<file path="config.mk">
export PLATFORM = sky130hd
export DESIGN_NAME = head_row_scanner
export DESIGN_NICKNAME = d
export VERILOG_FILES = /design/src/rtl/head_scan_pkg.sv /design/src/rtl/head_scan_ctrl.sv /design/src/rtl/head_scan_datapath.sv /design/src/rtl/head_row_scanner.sv
export SDC_FILE = /design/constraint.sdc
export NUM_CORES = 1
export LEC_CHECK = 0
export BUFFER_PORTS_ARGS = -buffer_cell sky130_fd_sc_hd__buf_2
export CELL_PAD_IN_SITES_DETAIL_PLACEMENT = 0
export CELL_PAD_IN_SITES_GLOBAL_PLACEMENT = 1
export CORE_UTILIZATION = 32
export CTS_CLUSTER_SIZE = 20
export DETAILED_ROUTE_END_ITERATION = 8
export PLACE_DENSITY = 0.83
export SETUP_SLACK_MARGIN = 0.4
export SLEW_MARGIN = 20
export SYNTH_ARGS = -nofsm -noshare
export SYNTH_HDL_FRONTEND = slang
export SYNTH_SLANG_ARGS = --single-unit
</file>
<file path="constraint.sdc">
create_clock -name clk -period 3.4 [get_ports clk]
set_input_delay 0 -clock clk [delete_from_list [all_inputs] [get_ports clk]]
set_output_delay 0 -clock clk [all_outputs]
set_load 0.1 [all_outputs]
</file>
<file path="src/rtl/head_scan_pkg.sv">
package head_scan_pkg;
  localparam int CODE_W     = 4;
  localparam int NUM_ROWS   = 13;
  localparam int NUM_STATES = NUM_ROWS + 1;
  localparam int IDX_W      = $clog2(NUM_STATES);

  typedef struct packed {
    logic step;   // one-cycle advance request
    logic up;     // direction for this step
    logic clear;  // synchronous counter clear
  } scan_strobe_t;

  // Code at position n of the up-count sequence: reflected binary, except
  // the last position folds to MSB-only so that the wrap changes one bit.
  function automatic logic [CODE_W-1:0] seqCode(input int n);
    logic [CODE_W-1:0] g;
    g = CODE_W'(n) ^ (CODE_W'(n) >> 1);
    if (n == NUM_STATES - 1) g = {1'b1, {(CODE_W-1){1'b0}}};
    return g;
  endfunction
endpackage

</file>
<file path="src/rtl/head_scan_ctrl.sv">
module head_scan_ctrl
  import head_scan_pkg::*;
(
  input  logic         clk,
  input  logic         rst_n,
  input  logic         intCountEn,
  input  logic         pinS0,
  input  logic         pinS1,
  input  logic         pinS2,
  output scan_strobe_t strobe
);
  logic s0Prev;

  always_ff @(posedge clk or negedge rst_n) begin
    if (!rst_n) s0Prev <= 1'b0;
    else        s0Prev <= pinS0;
  end

  always_comb begin
    strobe.step  = intCountEn & pinS0 & ~s0Prev;
    strobe.up    = pinS2;
    strobe.clear = intCountEn & ~pinS1;
  end
endmodule

</file>
<file path="src/rtl/head_scan_datapath.sv">
module head_scan_datapath
  import head_scan_pkg::*;
(
  input  logic                clk,
  input  logic                rst_n,
  input  scan_strobe_t        strobe,
  input  logic                intCountEn,
  input  logic [CODE_W-1:0]   extCode,
  input  logic                chanSel,
  input  logic                chanEnN,
  output logic [NUM_ROWS-1:0] rowA,
  output logic [NUM_ROWS-1:0] rowB,
  output logic [CODE_W-1:0]   cntCode
);
  logic [CODE_W-1:0]   cntNext;
  logic [CODE_W-1:0]   selCode;
  logic [NUM_ROWS-1:0] rowHot;

  function automatic logic [CODE_W-1:0] stepCode(input logic [CODE_W-1:0] cur,
                                                 input logic up);
    logic            found;
    logic [IDX_W-1:0] idx;
    logic [IDX_W-1:0] nxt;
    found = 1'b0;
    idx   = '0;
    for (int i = 0; i < NUM_STATES; i++) begin
      if (cur == seqCode(i)) begin
        found = 1'b1;
        idx   = IDX_W'(i);
      end
    end
    if (up) nxt = (idx == IDX_W'(NUM_STATES - 1)) ? '0 : idx + 1'b1;
    else    nxt = (idx == '0) ? IDX_W'(NUM_STATES - 1) : idx - 1'b1;
    // An unlisted code re-enters the sequence at its origin.
    return found ? seqCode(int'(nxt)) : '0;
  endfunction

  always_comb begin
    cntNext = cntCode;
    if (strobe.clear)     cntNext = '0;
    else if (strobe.step) cntNext = stepCode(cntCode, strobe.up);
  end

  always_ff @(posedge clk or negedge rst_n) begin
    if (!rst_n) cntCode <= '0;
    else        cntCode <= cntNext;
  end

  assign selCode = intCountEn ? cntCode : extCode;

  for (genvar r = 0; r < NUM_ROWS; r++) begin : g_row
    assign rowHot[r] = (selCode == seqCode(r + 1));
  end

  always_comb begin
    rowA = '0;
    rowB = '0;
    if (!chanEnN) begin
      if (chanSel) rowB = rowHot;
      else         rowA = rowHot;
    end
  end
endmodule

</file>
<file path="src/rtl/head_row_scanner.sv">
module head_row_scanner
  import head_scan_pkg::*;
(
  input  logic                clk,
  input  logic                rst_n,
  input  logic                intCountEn,
  input  logic                pinS0,
  input  logic                pinS1,
  input  logic                pinS2,
  input  logic                pinS3,
  input  logic                chanSel,
  input  logic                chanEnN,
  output logic [NUM_ROWS-1:0] rowA,
  output logic [NUM_ROWS-1:0] rowB
);
  scan_strobe_t      strobe;
  logic [CODE_W-1:0] cntCode;

  head_scan_ctrl u_ctrl (
    .clk        (clk),
    .rst_n      (rst_n),
    .intCountEn (intCountEn),
    .pinS0      (pinS0),
    .pinS1      (pinS1),
    .pinS2      (pinS2),
    .strobe     (strobe)
  );

  head_scan_datapath u_dp (
    .clk        (clk),
    .rst_n      (rst_n),
    .strobe     (strobe),
    .intCountEn (intCountEn),
    .extCode    ({pinS3, pinS2, pinS1, pinS0}),
    .chanSel    (chanSel),
    .chanEnN    (chanEnN),
    .rowA       (rowA),
    .rowB       (rowB),
    .cntCode    (cntCode)
  );
endmodule

</file>
Yosys cells after proc, flatten, opt, wreduce, memory -nomap -nowiden:

Cells that the tools add are included.

* $add $sub $neg: 2
* $mul: 0
* divide/modulo/power cells: 0
* magnitude comparators: 0
* eq/ne operators: 28
* shift operators: 0
* muxes and demuxes: 47
* bitwise logic cells: 6
* reduce and logical (&&, ||, !) cells: 3

Operator list (count)
* two-way mux 4 bit: 20
* two-way mux 13 bit: 4
* equality test 4 bit, second input constant: 12
* equality test 4 x 3 -> 1 bit, second input constant: 9
* two-way mux 1 bit: 17
* equality test 4 x 2 -> 1 bit, second input constant: 4
* two-way mux 3 bit: 4
* equality test 4 x 1 -> 1 bit, second input constant: 2
* logical NOT 4 bit: 2
* adder 4 x 1 -> 4 bit, second input constant: 1
* equality test 4 bit: 1
* two-way mux 2 bit: 2
* subtractor 4 x 1 -> 4 bit, second input constant: 1
* bitwise XOR 4 bit: 1
* AND 1 bit: 3
* inverter 1 bit: 2
* nonzero test 2 bit: 1

* flip-flop bits (word level): 5
* latch bits: 0
* memory bits (writable): 0
* memory bits (read-only): 0
* input port bits: 9
* output and inout bits: 26
* word-level logic and storage cells: 88
* memories: 0

Logic depth before layout (Yosys ltp):

* word-level depth: 26
* gate-level depth with buffers: 13
* mapped depth without buffers: 12

Modules after synthesis:

A second synthesis with hierarchy kept.

* cells, all modules: 130
* area total of the unflattened synthesis: 820.8 um^2

By module, submodules not included
* head_scan_datapath: instances 1, cells each 126, area an instance 773.2 um^2, seq. area each 100.1 um^2
* head_scan_ctrl: instances 1, cells each 4, area an instance 47.5 um^2, seq. area each 25.0 um^2

Least setup slack after synthesis:

Ideal clock, no wire load.

* path kind: register to output
* from: register u_dp.cntCode[0]
* to: output rowA[12]
* arrival: 3.711 ns
* required time: 3.400 ns
* setup slack: -0.311 ns
* cell stages (with the launch flop): 5
* buffers on the path: 1
* cell sequence: dfrtp_1 > buf_2 > nor2_1 > a22oi_1 > nor4_1

* longest elaborated chain between the ends: 4

RTL lines
* start: declaration: line head_scan_datapath.sv:13 `output logic [CODE_W-1:0] cntCode`
* start signal: assignment: line head_scan_datapath.sv:46 `else cntCode <= cntNext;`
* two-way mux 4 bit: line head_scan_datapath.sv:49 `assign selCode = intCountEn ? cntCode : extCode;`
* equality test 4 bit: line head_scan_datapath.sv:52 `assign rowHot[r] = (selCode == seqCode(r + 1));`
* two-way mux 13 bit: line head_scan_datapath.sv:59 `if (chanSel) rowB = rowHot;`
* two-way mux 13 bit: line head_scan_datapath.sv:58 `if (!chanEnN) begin`
* end: declaration: line head_row_scanner.sv:13 `output logic [NUM_ROWS-1:0] rowA,`

Every way passes these cells.

Final worst setup path:

* from: register u_dp.cntCode[2]
* to: register u_dp.cntCode[0]

* longest elaborated chain between the ends: 26
* elaborated cells between the ends (all ways): 60
* classes of those cells: 2 x add/sub; 15 x eq/ne; 40 x mux; 1 x bitwise; 2 x reduce/logical

RTL lines
* equality test 4 x 1 -> 1 bit: line head_scan_datapath.sv:27 `if (cur == seqCode(i)) begin`
* two-way mux 1 bit: line head_scan_datapath.sv:27
* two-way mux 2 bit (2 in a row): line head_scan_datapath.sv:27
* two-way mux 3 bit (4 in a row): line head_scan_datapath.sv:27
* two-way mux 4 bit (6 in a row): line head_scan_datapath.sv:27
* two-way mux 4 bit: line head_scan_datapath.sv:41 `else if (strobe.step) cntNext = stepCode(cntCode, strobe.up);`
* two-way mux 4 bit: line head_scan_datapath.sv:40 `if (strobe.clear) cntNext = '0;`
* subtractor 4 x 1 -> 4 bit, or another cell as far along: line head_scan_datapath.sv:33 `else nxt = (idx == '0) ? IDX_W'(NUM_STATES - 1) : idx - 1'b1;`
* two-way mux 4 bit, on equally long branches: line head_scan_datapath.sv:33, head_scan_datapath.sv:32
* two-way mux 4 bit: line head_scan_datapath.sv:32 `if (up) nxt = (idx == IDX_W'(NUM_STATES - 1)) ? '0 : idx + 1'b1;`
* two-way mux 4 bit: line head_scan_datapath.sv:41
* two-way mux 4 bit: line head_scan_datapath.sv:40
* equality test 4 x 3 -> 1 bit / bitwise XOR 4 bit (equally long branches): line head_scan_pkg.sv:18, head_scan_pkg.sv:17
* two-way mux 4 bit: line head_scan_pkg.sv:18 `if (n == NUM_STATES - 1) g = {1'b1, {(CODE_W-1){1'b0}}};`
* two-way mux 4 bit *: line head_scan_datapath.sv:35 `return found ? seqCode(int'(nxt)) : '0;`
* two-way mux 4 bit *: line head_scan_datapath.sv:41
* two-way mux 4 bit *: line head_scan_datapath.sv:40

Every way passes the cells marked *; elsewhere a longest branch is shown, timed or not. The select of a mux whose other input is x is not followed.
A chain may end at the register's enable or synchronous reset.

==> results.json <==
{
  "critical_path.cell_chain": "and2b_2, nor2_1, a221oi_2, inv_1, ha_1, o31ai_2, o32ai_4, ha_1, and2_1, nand2b_1, o21ai_0",
  "die_area_sq_um": 2790,
  "clock_latency_ns": 0.24,
  "critical_path.startpoint": "u_dp.cntCode[2]",
  "run_status": "finished, final reports clean",
  "grt_max_degree": 18,
  "hp-class": "in2async",
  "via_per_inst": 5.26,
  "synth_nets": 136,
  "grt_usage": 0.167,
  "worst-path-max-fanout": 14,
  "path_common_cell": "ha_1",
  "tightest_slew_ns": 0.497,
  "drt-initial-drc-count": 20,
  "syn_inst": 122,
  "reg2reg_depth": 11,
  "antenna_found_initial": 0,
  "rsz0062_at_grt": "false",
  "synthToLayoutAreaGrowth_pct": 28.6,
  "slowest_delay_ns": 0.52,
  "place_congestion": 0.776,
  "vias": 974,
  "cts_buffers": 3,
  "grt_pass1_vias": 816,
  "gr-total-overflow": 0,
  "drive_above_1_share": 0.297,
  "ys_ff_latch": 5,
  "finalHoldViolCount": 0,
  "routed_wl_um": 2210,
  "cts_htree_levels": 1,
  "cp.arrival_ns": 2.99,
  "synth_area_sq_um": 827,
  "port_buffers": 34,
  "startpoint_type": "flip-flop",
  "r2r_start": "u_dp.cntCode[2]",
  "ir_worst_vdd_uv": 509,
  "power_density_nw_per_um2": 844,
  "clockRootBuffer": "clkbuf_4",
  "fill_cells": 251,
  "drv_cap": 0,
  "core_area_sq_um": 2450,
  "synthArstFlopShare": 1.00,
  "fmax_mhz": 353,
  "post-dp-hpwl_um": 1770,
  "total_power_w": 0.000897,
  "synth_edf_count": 0,
  "grt_pass1_wl_um": 3470,
  "antenna_cells": 0,
  "ys_warn_count": 0,
  "fin_crit_sh": 0.833,
  "yosys.area.top_type_share": 0.159,
  "cts_tree": "done",
  "ioPinCount": 35,
  "drt_pass1_iterations": 4,
  "die-width_um": 52.8,
  "power.leakage_nw": 0.518,
  "start_util": 0.337,
  "crit_required_ns": 3.56,
  "wire_per_inst_um": 12.0,
  "period_minus_slack_ns": 2.83,
  "rows": 18,
  "finalSetupViolations": 0,
  "fin_skew_ns": 0.00175,
  "clockBufferDepth": 2,
  "layout.nets": 170,
  "crit_path_end_kind": "flip-flop",
  "antenna_left": 0,
  "slew_headroom": 0.671,
  "synth_cell_types": 38,
  "remaining_drc_errors": 0,
  "ys.flop_type": "dfrtp_1",
  "synth_area_leaders": "nor2_1 16%, dfrtp_1 15%, ha_1 7.6%",
  "crit_slowest_cell": "dfrtp_1",
  "postSynthAreaPerCell_sq_um": 6.78,
  "die_y_um": 52.8,
  "drv_slew": 0,
  "synth_seq_area_share": 0.151,
  "path_clk_slew_ns": 0.04,
  "setup_tns_ns": 0,
  "cts_setup_buffers": 0,
  "path_class": "reg2reg",
  "cts_sinks": 5,
  "yosysTopAreaCell": "nor2_1"
}
## synth_stat cells, types with 2 or more instances
| cell type | instances |
|---|---|
| nand2_1 | 9 |
| a21oi_1 | 4 |
| or3_1 | 3 |
| nor3b_1 | 2 |
| inv_1 | 7 |
| buf_2 | 6 |
| nor2_1 | 35 |
| and2b_1 | 2 |
| nor4_1 | 2 |
| a221oi_1 | 2 |
| o21ai_0 | 5 |
| nand2b_1 | 6 |
| a31oi_1 | 3 |
| ha_1 | 5 |
| a22oi_1 | 3 |
| xor2_1 | 2 |
| dfrtp_1 | 5 |
## routing by layer
layer	vias up	global-route usage	routed length [um]
li1	494	-	-
met1	457	0.218	974
met2	19	0.272	1140
met3	4	0.0145	60
met4	0	0.0789	34
met5	-	0	0
## flip-flops by register name, indices dropped and copies added (netlist names)
register / cells
u_dp.cntCode: 4
u_ctrl.s0Prev: 1
## report_power, final
part	leakage, nW	switching, W	total, W	internal, W
sequential	0.0660	0.0000581	0.000136	0.0000774
clock	0.0150	0.0000246	0.0000689	0.0000444
combinational	0.437	0.000406	0.000693	0.000287
total	0.518	0.000489	0.000897	0.000409
## per-stage QoR
step	worst slack [ns]	std cells	hold WS [ns]	cell area, sq um	utilization
final	0.566	185	0.0961	1060	0.433
after global routing	0.406	185	0.101	1060	0.433
after CTS	0.428	185	0.0952	1060	0.430
after detailed placement	0.451	179	-0.182	1010	0.411
after global placement	0.590	179	-0.183	1010	0.411
after floorplan	0.730	122	-0.296	840	-
## cell usage in the layout, fill, tap and decap left out, types with 2 or more instances in the layout
cell type | synthesis | routed
xor2_1 | 2 | 2
clkbuf_4 | 0 | 3
nand2_1 | 9 | 9
inv_1 | 7 | 7
a31oi_1 | 3 | 3
buf_2 | 6 | 34
o21ai_0 | 5 | 5
nor4_2 | 0 | 2
nor2_1 | 35 | 35
or3_1 | 3 | 3
nand2b_1 | 6 | 6
a21oi_1 | 4 | 4
dfrtp_1 | 5 | 5
ha_1 | 5 | 5
dlygate4sd3_1 | 0 | 2
a22oi_1 | 3 | 3
nor3b_1 | 2 | 2
## final timing paths
kind / to / slack (ns)
max: u_dp.cntCode[0] / 0.57
min reg2reg: u_dp.cntCode[3] / 0.56
min: u_dp.cntCode[2] / 0.1
max in group asynchronous: u_dp.cntCode[3] / 3.17
max reg2reg: u_dp.cntCode[0] / 0.57
min in group clk: u_dp.cntCode[3] / 0.18
## worst max-delay path: cells and delay by family, from the launching register on
kind / cells / cell delay [ns]
flip-flops: 1 / 0.52
AND/OR/NAND/NOR: 4 / 0.70
AO/OA/AOI/OAI: 4 / 0.95
buffers and inverters: 1 / 0.14
adder cells (fa/ha/maj): 2 / 0.44
## kinds of logic (layout without fill, tap and decap cells)
family,Yosys count,after routing,share of synthesized area
xor gates and xnor gates,3,3,0.0318
buffers and inverters,14,47,0.0772
and+or+nand+nor,69,69,0.413
AOI/OAI and AO/OA,25,25,0.239
muxes,1,1,0.0121
DFF,5,5,0.151
adders and majority gates,5,5,0.0756
## final cells by class
| type | instances | area (sq um) | area share |
|---|---|---|---|
| Clock buffer | 4 | 26.3 | 0.0247 |
| Multi-Input combinational cell | 103 | 658 | 0.619 |
| Sequential cell | 5 | 125 | 0.118 |
| Tap cell | 30 | 37.5 | 0.0353 |
| Inverter | 7 | 26.3 | 0.0247 |
| Timing Repair Buffer | 36 | 190 | 0.179 |
## repair_timing
| action | in CTS | in global routing |
|---|---|---|
| setup endpoints to repair | 0 | 4 |
| gates resized for setup | 0 | 2 |
| hold buffers | 2 | 0 |
| hold endpoints to repair | 6 | 0 |
Note: power is estimated with default switching activity, not from simulation.
